[src/rtl/xbtb_pkg.sv]
package xbtb_pkg;
    localparam int MODE_W      = 2;
    localparam int MB_RESTRICT = 0;
    localparam int MB_ISOLATE  = 1;

    typedef enum logic {
        SWEEP_IDLE = 1'b0,
        SWEEP_RUN  = 1'b1
    } sweep_e;
endpackage

[src/rtl/xbtb_split.sv]
module xbtb_split #(
    parameter int PC_W  = 32,
    parameter int ALIGN = 2,
    parameter int IDX_W = 5,
    parameter int TAG_W = 8
) (
    input  logic [PC_W-1:0]  pc,
    output logic [IDX_W-1:0] idx,
    output logic [TAG_W-1:0] tag
);
    localparam int HI = ALIGN + IDX_W + TAG_W;

    assign idx = pc[ALIGN +: IDX_W];
    assign tag = pc[ALIGN + IDX_W +: TAG_W];

    // Alignment bits and bits above the partial tag are deliberately ignored.
    generate
        if (ALIGN > 0) begin : g_lo
            logic lo_unused;
            assign lo_unused = ^pc[ALIGN-1:0];
        end
        if (PC_W > HI) begin : g_hi
            logic hi_unused;
            assign hi_unused = ^pc[PC_W-1:HI];
        end
    endgenerate
endmodule

[src/rtl/xbtb_ctrl.sv]
module xbtb_ctrl
    import xbtb_pkg::*;
#(
    parameter int IDX_W = 5
) (
    input  logic              clk,
    input  logic              rst_n,
    input  logic              cfg_we,
    input  logic [MODE_W-1:0] cfg_wdata,
    input  logic              bar_req,
    output logic [MODE_W-1:0] mode,
    output logic              busy,
    output logic              clr_en,
    output logic [IDX_W-1:0]  clr_idx
);
    localparam logic [IDX_W-1:0] LAST = IDX_W'((1 << IDX_W) - 1);

    typedef struct packed {
        sweep_e            st;
        logic [IDX_W-1:0]  ptr;
        logic [MODE_W-1:0] mode;
    } ctrl_t;

    ctrl_t c_d, c_q;

    always_comb begin
        c_d = c_q;
        if (cfg_we) begin
            c_d.mode = cfg_wdata;
        end
        unique case (c_q.st)
            SWEEP_IDLE: begin
                if (bar_req) begin
                    c_d.st  = SWEEP_RUN;
                    c_d.ptr = '0;
                end
            end
            SWEEP_RUN: begin
                if (c_q.ptr == LAST) begin
                    c_d.st  = SWEEP_IDLE;
                    c_d.ptr = '0;
                end else begin
                    c_d.ptr = c_q.ptr + 1'b1;
                end
            end
            default: c_d.st = SWEEP_IDLE;
        endcase
    end

    always_ff @(posedge clk) begin
        if (!rst_n) begin
            c_q <= '{st: SWEEP_IDLE, ptr: '0, mode: '0};
        end else begin
            c_q <= c_d;
        end
    end

    assign mode    = c_q.mode;
    assign busy    = (c_q.st == SWEEP_RUN);
    assign clr_en  = busy;
    assign clr_idx = c_q.ptr;

    AST_SWEEP_START: assert property (@(posedge clk) disable iff (!rst_n)
        (!busy && bar_req) |=> (busy && clr_idx == '0));
    AST_SWEEP_END: assert property (@(posedge clk) disable iff (!rst_n)
        (busy && clr_idx == LAST) |=> !busy);
    AST_SWEEP_NO_RESTART: assert property (@(posedge clk) disable iff (!rst_n)
        (busy && clr_idx != LAST) |=> (busy && clr_idx == IDX_W'($past(clr_idx) + 1'b1)));
    AST_MODE_HOLD: assert property (@(posedge clk) disable iff (!rst_n)
        !cfg_we |=> $stable(mode));
endmodule

[src/rtl/xbtb_store.sv]
module xbtb_store #(
    parameter int IDX_W = 5,
    parameter int TAG_W = 8,
    parameter int TGT_W = 32,
    parameter int TID_W = 1
) (
    input  logic             clk,
    input  logic             rst_n,
    input  logic             wr_en,
    input  logic [IDX_W-1:0] wr_idx,
    input  logic [TAG_W-1:0] wr_tag,
    input  logic [TGT_W-1:0] wr_tgt,
    input  logic             wr_kern,
    input  logic [TID_W-1:0] wr_tid,
    input  logic             clr_en,
    input  logic [IDX_W-1:0] clr_idx,
    input  logic [IDX_W-1:0] rd_idx,
    output logic             rd_vld,
    output logic [TAG_W-1:0] rd_tag,
    output logic [TGT_W-1:0] rd_tgt,
    output logic             rd_kern,
    output logic [TID_W-1:0] rd_tid
);
    localparam int DEPTH = 1 << IDX_W;

    typedef struct packed {
        logic             vld;
        logic             kern;
        logic [TID_W-1:0] tid;
        logic [TAG_W-1:0] tag;
        logic [TGT_W-1:0] tgt;
    } ent_t;

    ent_t ent_d [DEPTH];
    ent_t ent_q [DEPTH];

    always_comb begin
        for (int i = 0; i < DEPTH; i++) begin
            ent_d[i] = ent_q[i];
        end
        if (wr_en) begin
            ent_d[wr_idx] = '{vld: 1'b1, kern: wr_kern, tid: wr_tid,
                              tag: wr_tag, tgt: wr_tgt};
        end
        if (clr_en) begin
            ent_d[clr_idx] = '0;
        end
    end

    always_ff @(posedge clk) begin
        if (!rst_n) begin
            for (int i = 0; i < DEPTH; i++) begin
                ent_q[i] <= '0;
            end
        end else begin
            for (int i = 0; i < DEPTH; i++) begin
                ent_q[i] <= ent_d[i];
            end
        end
    end

    assign rd_vld  = ent_q[rd_idx].vld;
    assign rd_tag  = ent_q[rd_idx].tag;
    assign rd_tgt  = ent_q[rd_idx].tgt;
    assign rd_kern = ent_q[rd_idx].kern;
    assign rd_tid  = ent_q[rd_idx].tid;

    AST_WRITE_LANDS: assert property (@(posedge clk) disable iff (!rst_n)
        (wr_en && !(clr_en && clr_idx == wr_idx)) |=>
        (ent_q[$past(wr_idx)].vld && ent_q[$past(wr_idx)].tag == $past(wr_tag) &&
         ent_q[$past(wr_idx)].tgt == $past(wr_tgt) &&
         ent_q[$past(wr_idx)].kern == $past(wr_kern) &&
         ent_q[$past(wr_idx)].tid == $past(wr_tid)));
    AST_CLEAR_LANDS: assert property (@(posedge clk) disable iff (!rst_n)
        clr_en |=> !ent_q[$past(clr_idx)].vld);
endmodule

[src/rtl/xbtb_filter.sv]
module xbtb_filter
    import xbtb_pkg::*;
#(
    parameter int TAG_W = 8,
    parameter int TGT_W = 32,
    parameter int TID_W = 1
) (
    input  logic [MODE_W-1:0] mode,
    input  logic              busy,
    input  logic              lk_kern,
    input  logic [TID_W-1:0]  lk_tid,
    input  logic [TAG_W-1:0]  lk_tag,
    input  logic              rd_vld,
    input  logic [TAG_W-1:0]  rd_tag,
    input  logic [TGT_W-1:0]  rd_tgt,
    input  logic              rd_kern,
    input  logic [TID_W-1:0]  rd_tid,
    output logic              hit,
    output logic [TGT_W-1:0]  tgt
);
    logic tag_ok, priv_block, thr_block;

    always_comb begin
        tag_ok     = rd_vld && (rd_tag == lk_tag);
        priv_block = mode[MB_RESTRICT] && lk_kern && !rd_kern;
        thr_block  = mode[MB_ISOLATE] && (rd_tid != lk_tid);
        hit        = tag_ok && !priv_block && !thr_block && !busy;
        tgt        = hit ? rd_tgt : '0;
    end
endmodule

[src/rtl/xbtb_top.sv]
module xbtb_top
    import xbtb_pkg::*;
#(
    parameter int PC_W  = 32,
    parameter int TGT_W = 32,
    parameter int ALIGN = 2,
    parameter int IDX_W = 5,
    parameter int TAG_W = 8,
    parameter int TID_W = 1
) (
    input  logic              clk,
    input  logic              rst_n,
    input  logic              cfg_we,
    input  logic [MODE_W-1:0] cfg_wdata,
    output logic [MODE_W-1:0] spec_ctrl,
    input  logic              bar_req,
    output logic              bar_busy,
    input  logic [PC_W-1:0]   lk_pc,
    input  logic              lk_kernel,
    input  logic [TID_W-1:0]  lk_tid,
    output logic              lk_hit,
    output logic [TGT_W-1:0]  lk_target,
    input  logic              up_valid,
    input  logic [PC_W-1:0]   up_pc,
    input  logic [TGT_W-1:0]  up_target,
    input  logic              up_kernel,
    input  logic [TID_W-1:0]  up_tid
);
    logic [IDX_W-1:0] lk_idx, up_idx, clr_idx;
    logic [TAG_W-1:0] lk_tag, up_tag, rd_tag;
    logic [TGT_W-1:0] rd_tgt;
    logic [TID_W-1:0] rd_tid;
    logic             rd_vld, rd_kern, clr_en, busy, wr_en;
    logic [MODE_W-1:0] mode;

    xbtb_split #(.PC_W(PC_W), .ALIGN(ALIGN), .IDX_W(IDX_W), .TAG_W(TAG_W)) u_lk_split (
        .pc(lk_pc), .idx(lk_idx), .tag(lk_tag));
    xbtb_split #(.PC_W(PC_W), .ALIGN(ALIGN), .IDX_W(IDX_W), .TAG_W(TAG_W)) u_up_split (
        .pc(up_pc), .idx(up_idx), .tag(up_tag));

    xbtb_ctrl #(.IDX_W(IDX_W)) u_ctrl (
        .clk(clk), .rst_n(rst_n), .cfg_we(cfg_we), .cfg_wdata(cfg_wdata),
        .bar_req(bar_req), .mode(mode), .busy(busy),
        .clr_en(clr_en), .clr_idx(clr_idx));

    // Training is refused during a sweep and in the cycle a barrier is accepted.
    assign wr_en = up_valid && !busy && !bar_req;

    xbtb_store #(.IDX_W(IDX_W), .TAG_W(TAG_W), .TGT_W(TGT_W), .TID_W(TID_W)) u_store (
        .clk(clk), .rst_n(rst_n),
        .wr_en(wr_en), .wr_idx(up_idx), .wr_tag(up_tag), .wr_tgt(up_target),
        .wr_kern(up_kernel), .wr_tid(up_tid),
        .clr_en(clr_en), .clr_idx(clr_idx),
        .rd_idx(lk_idx), .rd_vld(rd_vld), .rd_tag(rd_tag), .rd_tgt(rd_tgt),
        .rd_kern(rd_kern), .rd_tid(rd_tid));

    xbtb_filter #(.TAG_W(TAG_W), .TGT_W(TGT_W), .TID_W(TID_W)) u_filter (
        .mode(mode), .busy(busy), .lk_kern(lk_kernel), .lk_tid(lk_tid),
        .lk_tag(lk_tag), .rd_vld(rd_vld), .rd_tag(rd_tag), .rd_tgt(rd_tgt),
        .rd_kern(rd_kern), .rd_tid(rd_tid), .hit(lk_hit), .tgt(lk_target));

    assign spec_ctrl = mode;
    assign bar_busy  = busy;

    AST_BUSY_MISS: assert property (@(posedge clk) disable iff (!rst_n)
        bar_busy |-> !lk_hit);
    AST_PRIV_FILTER: assert property (@(posedge clk) disable iff (!rst_n)
        (spec_ctrl[MB_RESTRICT] && lk_kernel && lk_hit) |-> rd_kern);
    AST_THREAD_FILTER: assert property (@(posedge clk) disable iff (!rst_n)
        (spec_ctrl[MB_ISOLATE] && lk_hit) |-> (rd_tid == lk_tid));
    AST_HIT_TARGET: assert property (@(posedge clk) disable iff (!rst_n)
        lk_hit |-> (rd_vld && lk_target == rd_tgt));
    AST_NO_TRAIN_IN_SWEEP: assert property (@(posedge clk) disable iff (!rst_n)
        bar_busy |-> !wr_en);
endmodule

[config.mk]
export PLATFORM = sky130hd
export DESIGN_NAME = xbtb_top
export DESIGN_NICKNAME = d
export VERILOG_FILES = /design/src/rtl/xbtb_pkg.sv /design/src/rtl/xbtb_split.sv /design/src/rtl/xbtb_ctrl.sv /design/src/rtl/xbtb_store.sv /design/src/rtl/xbtb_filter.sv /design/src/rtl/xbtb_top.sv
export SDC_FILE = /design/constraint.sdc
export NUM_CORES = 2
export LEC_CHECK = 0
export BUFFER_PORTS_ARGS = -buffer_cell sky130_fd_sc_hd__buf_4
export CORE_ASPECT_RATIO = 0.6
export CORE_MARGIN = 2
export CORE_UTILIZATION = 45
export CTS_BUF_LIST = sky130_fd_sc_hd__clkbuf_4
export DETAILED_ROUTE_END_ITERATION = 10
export HOLD_SLACK_MARGIN = 0.08
export SLEW_MARGIN = 5
export SYNTH_ARGS = -nofsm -noshare
export SYNTH_HDL_FRONTEND = slang
export SYNTH_HIERARCHICAL = 1
export SYNTH_SLANG_ARGS = --single-unit
[constraint.sdc]
create_clock -name clk -period 5.6 [get_ports clk]
set_input_delay 0.28 -clock clk [delete_from_list [all_inputs] [get_ports clk]]
set_output_delay 0.28 -clock clk [all_outputs]
set_load 0.1 [all_outputs]
# --- Word level (Yosys, flattened, before mapping) ---
# Memories as Yosys holds them, arrays and structs flattened.
# Index checks and enable logic that the tools add are counted.
word_totals:
  wordCells: 112
  reg_bits: 8
  mem_bits_rw: 1376
  out_inout_bits: 36
  input_bits: 107
  n_memories: 1
mem_list:
  columns: ["memory", "words", "width", "rd", "rd_ports_with_merged_regs", "wr", "line_no", "source"]
  rows:
  - ["u_store.ent_q", 32, 43, 33, 0, 32, "xbtb_store.sv:35", "ent_t ent_q [DEPTH];"]
classes:
  order_cmp: 4
  n_bitwise: 37
  add_sub_neg: 1
  reduce_logical: 16
  mux: 46
  eq_ne: 4
op_table:
  columns: ["operator", "count"]
  rows:
  - ["two-way mux 1376 bit", 2]
  - ["two-way mux 43 bit", 34]
  - ["AND 1376 bit", 1]
  - ["bitwise mux 1376 bit", 1]
  - ["inverter 1376 bit", 1]
  - ["demux 43 bit (select 5 bit)", 2]
  - ["two-way mux 32 bit", 1]
  - ["bitwise OR 1 bit", 32]
  - [">= comparator 6 bit, second input constant", 2]
  - ["< comparator 6 x 1 -> 1 bit, second input constant", 2]
  - ["inverter 5 -> 6 bit", 2]
  - ["case mux 6 bit (2 select lines)", 1]
  - ["logical AND 1 bit", 11]
  - ["== test 8 bit", 1]
  - ["two-way mux 6 bit", 1]
  - ["adder 5 x 1 -> 5 bit, second input constant", 1]
  - ["== test 5 bit, second input constant", 1]
  - ["logical NOT 1 bit", 5]
  - ["two-way mux 5 bit", 1]
  - ["two-way mux 1 bit", 3]
  - ["!= test 2 bit, second input constant", 1]
  - ["!= test 1 bit", 1]
  - ["inverter 1 bit", 1]

# --- Depth between registers and ports, before layout ---
logic_depth:
  ltp_word: 10
  depth_mapped: 13
  ltp_nobuf: 8

# --- Hierarchy ---
# The synthesis kept the hierarchy.
modules_own_cells:
  columns: ["mod", "seq_area_each_um2", "cells_each", "instances", "area_per_inst_um2"]
  rows:
  - ["xbtb_store", 27546.4, 7704, 1, 62093.3]
  - ["xbtb_filter", 0.0, 95, 1, 745.7]
  - ["xbtb_ctrl", 160.2, 41, 1, 416.6]
  - ["xbtb_split", 0.0, 13, 2, 97.6]
  - ["xbtb_top", 0.0, 1, 1, 12.5]

# --- Least setup slack after synthesis ---
# OpenSTA, ideal clock, no wires.
synth_timing:
  path_kind: "input-to-output"
  start: "in lk_pc[3]"
  end: "out lk_target[0]"
  required_time_ps: 5320
  setup_slack_ps: 154
  arrival_ps: 5166
  path_buffers: 5
  cell_stages: 12
  path_cell_list: "buf_4 -> buf_2 -> buf_4 -> buf_2 -> buf_2 -> mux2i_1 -> a22oi_1 -> a31oi_1 -> nand3_1 -> xor2_1 -> a2111o_1 -> nor4_1"
synth_between:
  elab_cells_between_ends: 13
synth_rtl:
  columns: ["item", "line_no", "source"]
  rows:
  - ["start, declared", "xbtb_top.sv:18", "input logic [PC_W-1:0] lk_pc,"]
  - ["memory (32 x 43 bit)", null, null]
  - ["net rd_tid", "xbtb_top.sv:32", "logic [TID_W-1:0] rd_tid;"]
  - ["!= test 1 bit", "xbtb_filter.sv:26", "thr_block = mode[MB_ISOLATE] && (rd_tid != lk_tid);"]
  - ["logical AND 1 bit", "xbtb_filter.sv:26", null]
  - ["logical NOT 1 bit", "xbtb_filter.sv:27", "hit = tag_ok && !priv_block && !thr_block && !busy;"]
  - ["logical AND 1 bit (2 in series)", "xbtb_filter.sv:27", null]
  - ["two-way mux 32 bit", "xbtb_filter.sv:28", "tgt = hit ? rd_tgt : '0;"]
  - ["end, declared", "xbtb_top.sv:22", "output logic [TGT_W-1:0] lk_target,"]
# The timed path passes the listed nets, and every way through them passes these cells.

==> run metrics <==
Final Power=19.93 mW; r2r setup slk=~0.28 ns; mux cell area share after synthesis=0.1091; max cap viols=0; clk root buf=clkbuf_4; max-slew violations=0; final WL=about 250 mm; Hold Vio Cnt, Final=0; Seq cells post-synth=1384; CTS buffer count=345; CTS Buffer Depth=4; Reg area=27710 µm²; Post-Syn Nets=between 7k and 8k; Mapped Avg Cell Area=8.067 µm²; post-synth top area share=0.4366; unrepaired setup endpoints after global routing=false; final core occ=0.5006; vias in the first global route=around 54k; initial DRC count=7691; worst-skew pair later-pin latency=1.31 ns; Synth top cells by count=2854 x nand2_1, 1384 x dfxtp_1, 1202 x a21oi_1; ys async rst share=0; via count=58.51k; average wire per cell in the routed design=between 20 and 30 µm; Hold Path Class=input port to flop; Post-Synth Simple-Gate Area=0.2088; P per Cell Area=285.1 nW/µm²; top cells by area, synth=dfxtp_1 44%, nand2_1 17%, mux2i_1 11%; CTS Sinks=1384; clk slew on worst S/H paths=0.08 ns; Die W=488.8 µm; HPWL after DPL=147.9 mm; die height=294.9 µm; post-CTS sizing=0; main combinational cell family by area after synthesis=simple AND/OR/NAND/NOR gates; top_reg_cell synth=dfxtp_1; DR pass1 iterations=9; fin crit period=5.319 ns; layout cells sized above 1=0.1483; initial antenna violation count=9; Rows=106; DR vias/cell=roughly 5.9; drt drc=0; Mapped Cells=7867; Leak Pwr=24.09 nW; postcts setup bufs=0; Area Overhead vs Synth=10.15%; CTS Hold Buffers Added=197; post-route ant nets=0; synthesized cell area=63460 µm²; TNS Setup=0 ns; CTS tree=yes; post-synthesis adder-cell area fraction=0.0005915; CP Data Required Time=6.85 ns; Slew headroom=0.1171; IO Pins=143; Netlist cell types=56; status=completed; first-pass GRT wire length=365.1 mm; sequential fraction of the synthesis area=0.4366; multi-input logic area=31450 µm²; Worst EP arrival=between 6 and 7 ns; Setup Crit Path Kind=flop to flop; XOR/XNOR Fraction of Synth Area=0.001242; slew at the pin with the worst max-slew slack=~1.3 ns; CP Capture Type=flop; die area=144100 µm²; Total Routing Usage GR=0.3397; VDD IR max=180.2 µV; final period utilization=0.9498; # H-tree levels=5; Final setup viols=0; YS warnings=6; GP Congestion=between 0.9 and 1; Placed Instances=9254; Nets=between 8k and 9k; leading area contributor after synthesis=dfxtp_1; fillcell total=13.30k; total congestion overflow=0; core area=139700 µm²; Initial Util=0.4544; EDFF count, synth=0; Post-Layout Cell Count=9989; largest net degree at the start of global routing=93; final clock skew=0.1277 ns; post-synthesis compound-gate area fraction=0.1681; count leader, synth=nand2_1; Max FO, Critical Path=22; Fmax achieved=0.1880 GHz; Startpoint Class=flop; port bufs=104
## critical path: stages, from the launching register on
cell and delay [ns]:
dfxtp_1 0.63, nor3b_2 0.87, nand3_4 0.12, dlygate4sd3_1 0.97
nor2_4 0.79, buf_4 0.45, nand2_1 0.09, dlygate4sd3_1 0.57
a21oi_1 0.13, dlygate4sd3_1 0.57
## cell families after synthesis
family	Yosys count
flip-flops	1384
buffers and inverters	758
AND/OR/NAND/NOR	3251
AO/OA/AOI/OAI	1770
multiplexers	692
adder cells (fa/ha/maj)	3
XOR/XNOR	9
## report_power, final
part | internal [mW] | switching, mW | leakage [nW]
combinational | 0.513 | 1.39 | 10.6
sequential | 9.87 | 0.0219 | 11.1
clock | 3.96 | 4.18 | 2.32
## sequential cells by signal (all words and copies together), names as in the netlist
name and count:
u_ctrl/busy 1, u_ctrl/clr_idx 5, u_ctrl/mode 2, u_store/ent_q 1376
## final cells by class
cell class,count,area share
antenna,8,0.0002864
clock buffer,463,0.04972
clock inverter,67,0.005190
inverter,2,0.0001074
multi-input combinational,5725,0.4498
sequential,1384,0.3963
tap,1890,0.03383
timing repair buffer,450,0.06472
## metrics by stage
step	setup slack (ns)	area [µm²]	hold WS [ns]
floorplan	0.1544	63460	0.4160
global route	0.2662	69900	0.1686
detailed placement	1.304	63660	0.4456
finish	0.2810	69910	0.2175
global placement	1.320	63660	0.4403
CTS	0.4903	69890	0.1106
## cell usage in the layout (no fill, tap or decap), types with 25 or more instances in the layout
cell type / synthesis / routed
a31oi_1: 43 / 43
a21oi_1: 1202 / 1202
clkinv_1: 0 / 51
nand2_1: 2854 / 2822
dlygate4sd3_1: 0 / 155
a22oi_1: 129 / 129
buf_12: 1 / 60
dfxtp_1: 1384 / 1384
o21ai_4: 1 / 33
nor4_2: 30 / 30
a21oi_2: 273 / 273
buf_4: 92 / 234
nor2_4: 14 / 25
nor3_1: 44 / 44
clkbuf_4: 0 / 463
nand2_2: 1 / 33
nand3_1: 165 / 165
mux2i_1: 692 / 692
nor2_1: 70 / 68
a22o_1: 86 / 86
## per-layer routing
layer | GRT usage | share of wire
met5 | 0 | 0.000092
met4 | 0.1332 | 0.035
met3 | 0.1041 | 0.13
met2 | 0.4687 | 0.40
met1 | 0.4875 | 0.43
## worst paths after layout
| path | cells past startpoint | endpoint | start |
|---|---|---|---|
| worst min register to register | 2 | u_store/ent_q[27][28]$_SDFF_PN0_ | u_store/ent_q[27][28]$_SDFF_PN0_ |
| worst max register to register | 9 | u_store/ent_q[7][37]$_SDFF_PN0_ | u_ctrl/busy$_SDFF_PN0_ |
| worst min-delay path | 4 | u_store/ent_q[16][31]$_SDFF_PN0_ | rst_n |
| worst max-delay path | 9 | u_store/ent_q[7][37]$_SDFF_PN0_ | u_ctrl/busy$_SDFF_PN0_ |
Note: power is estimated with default switching activity, not from simulation.
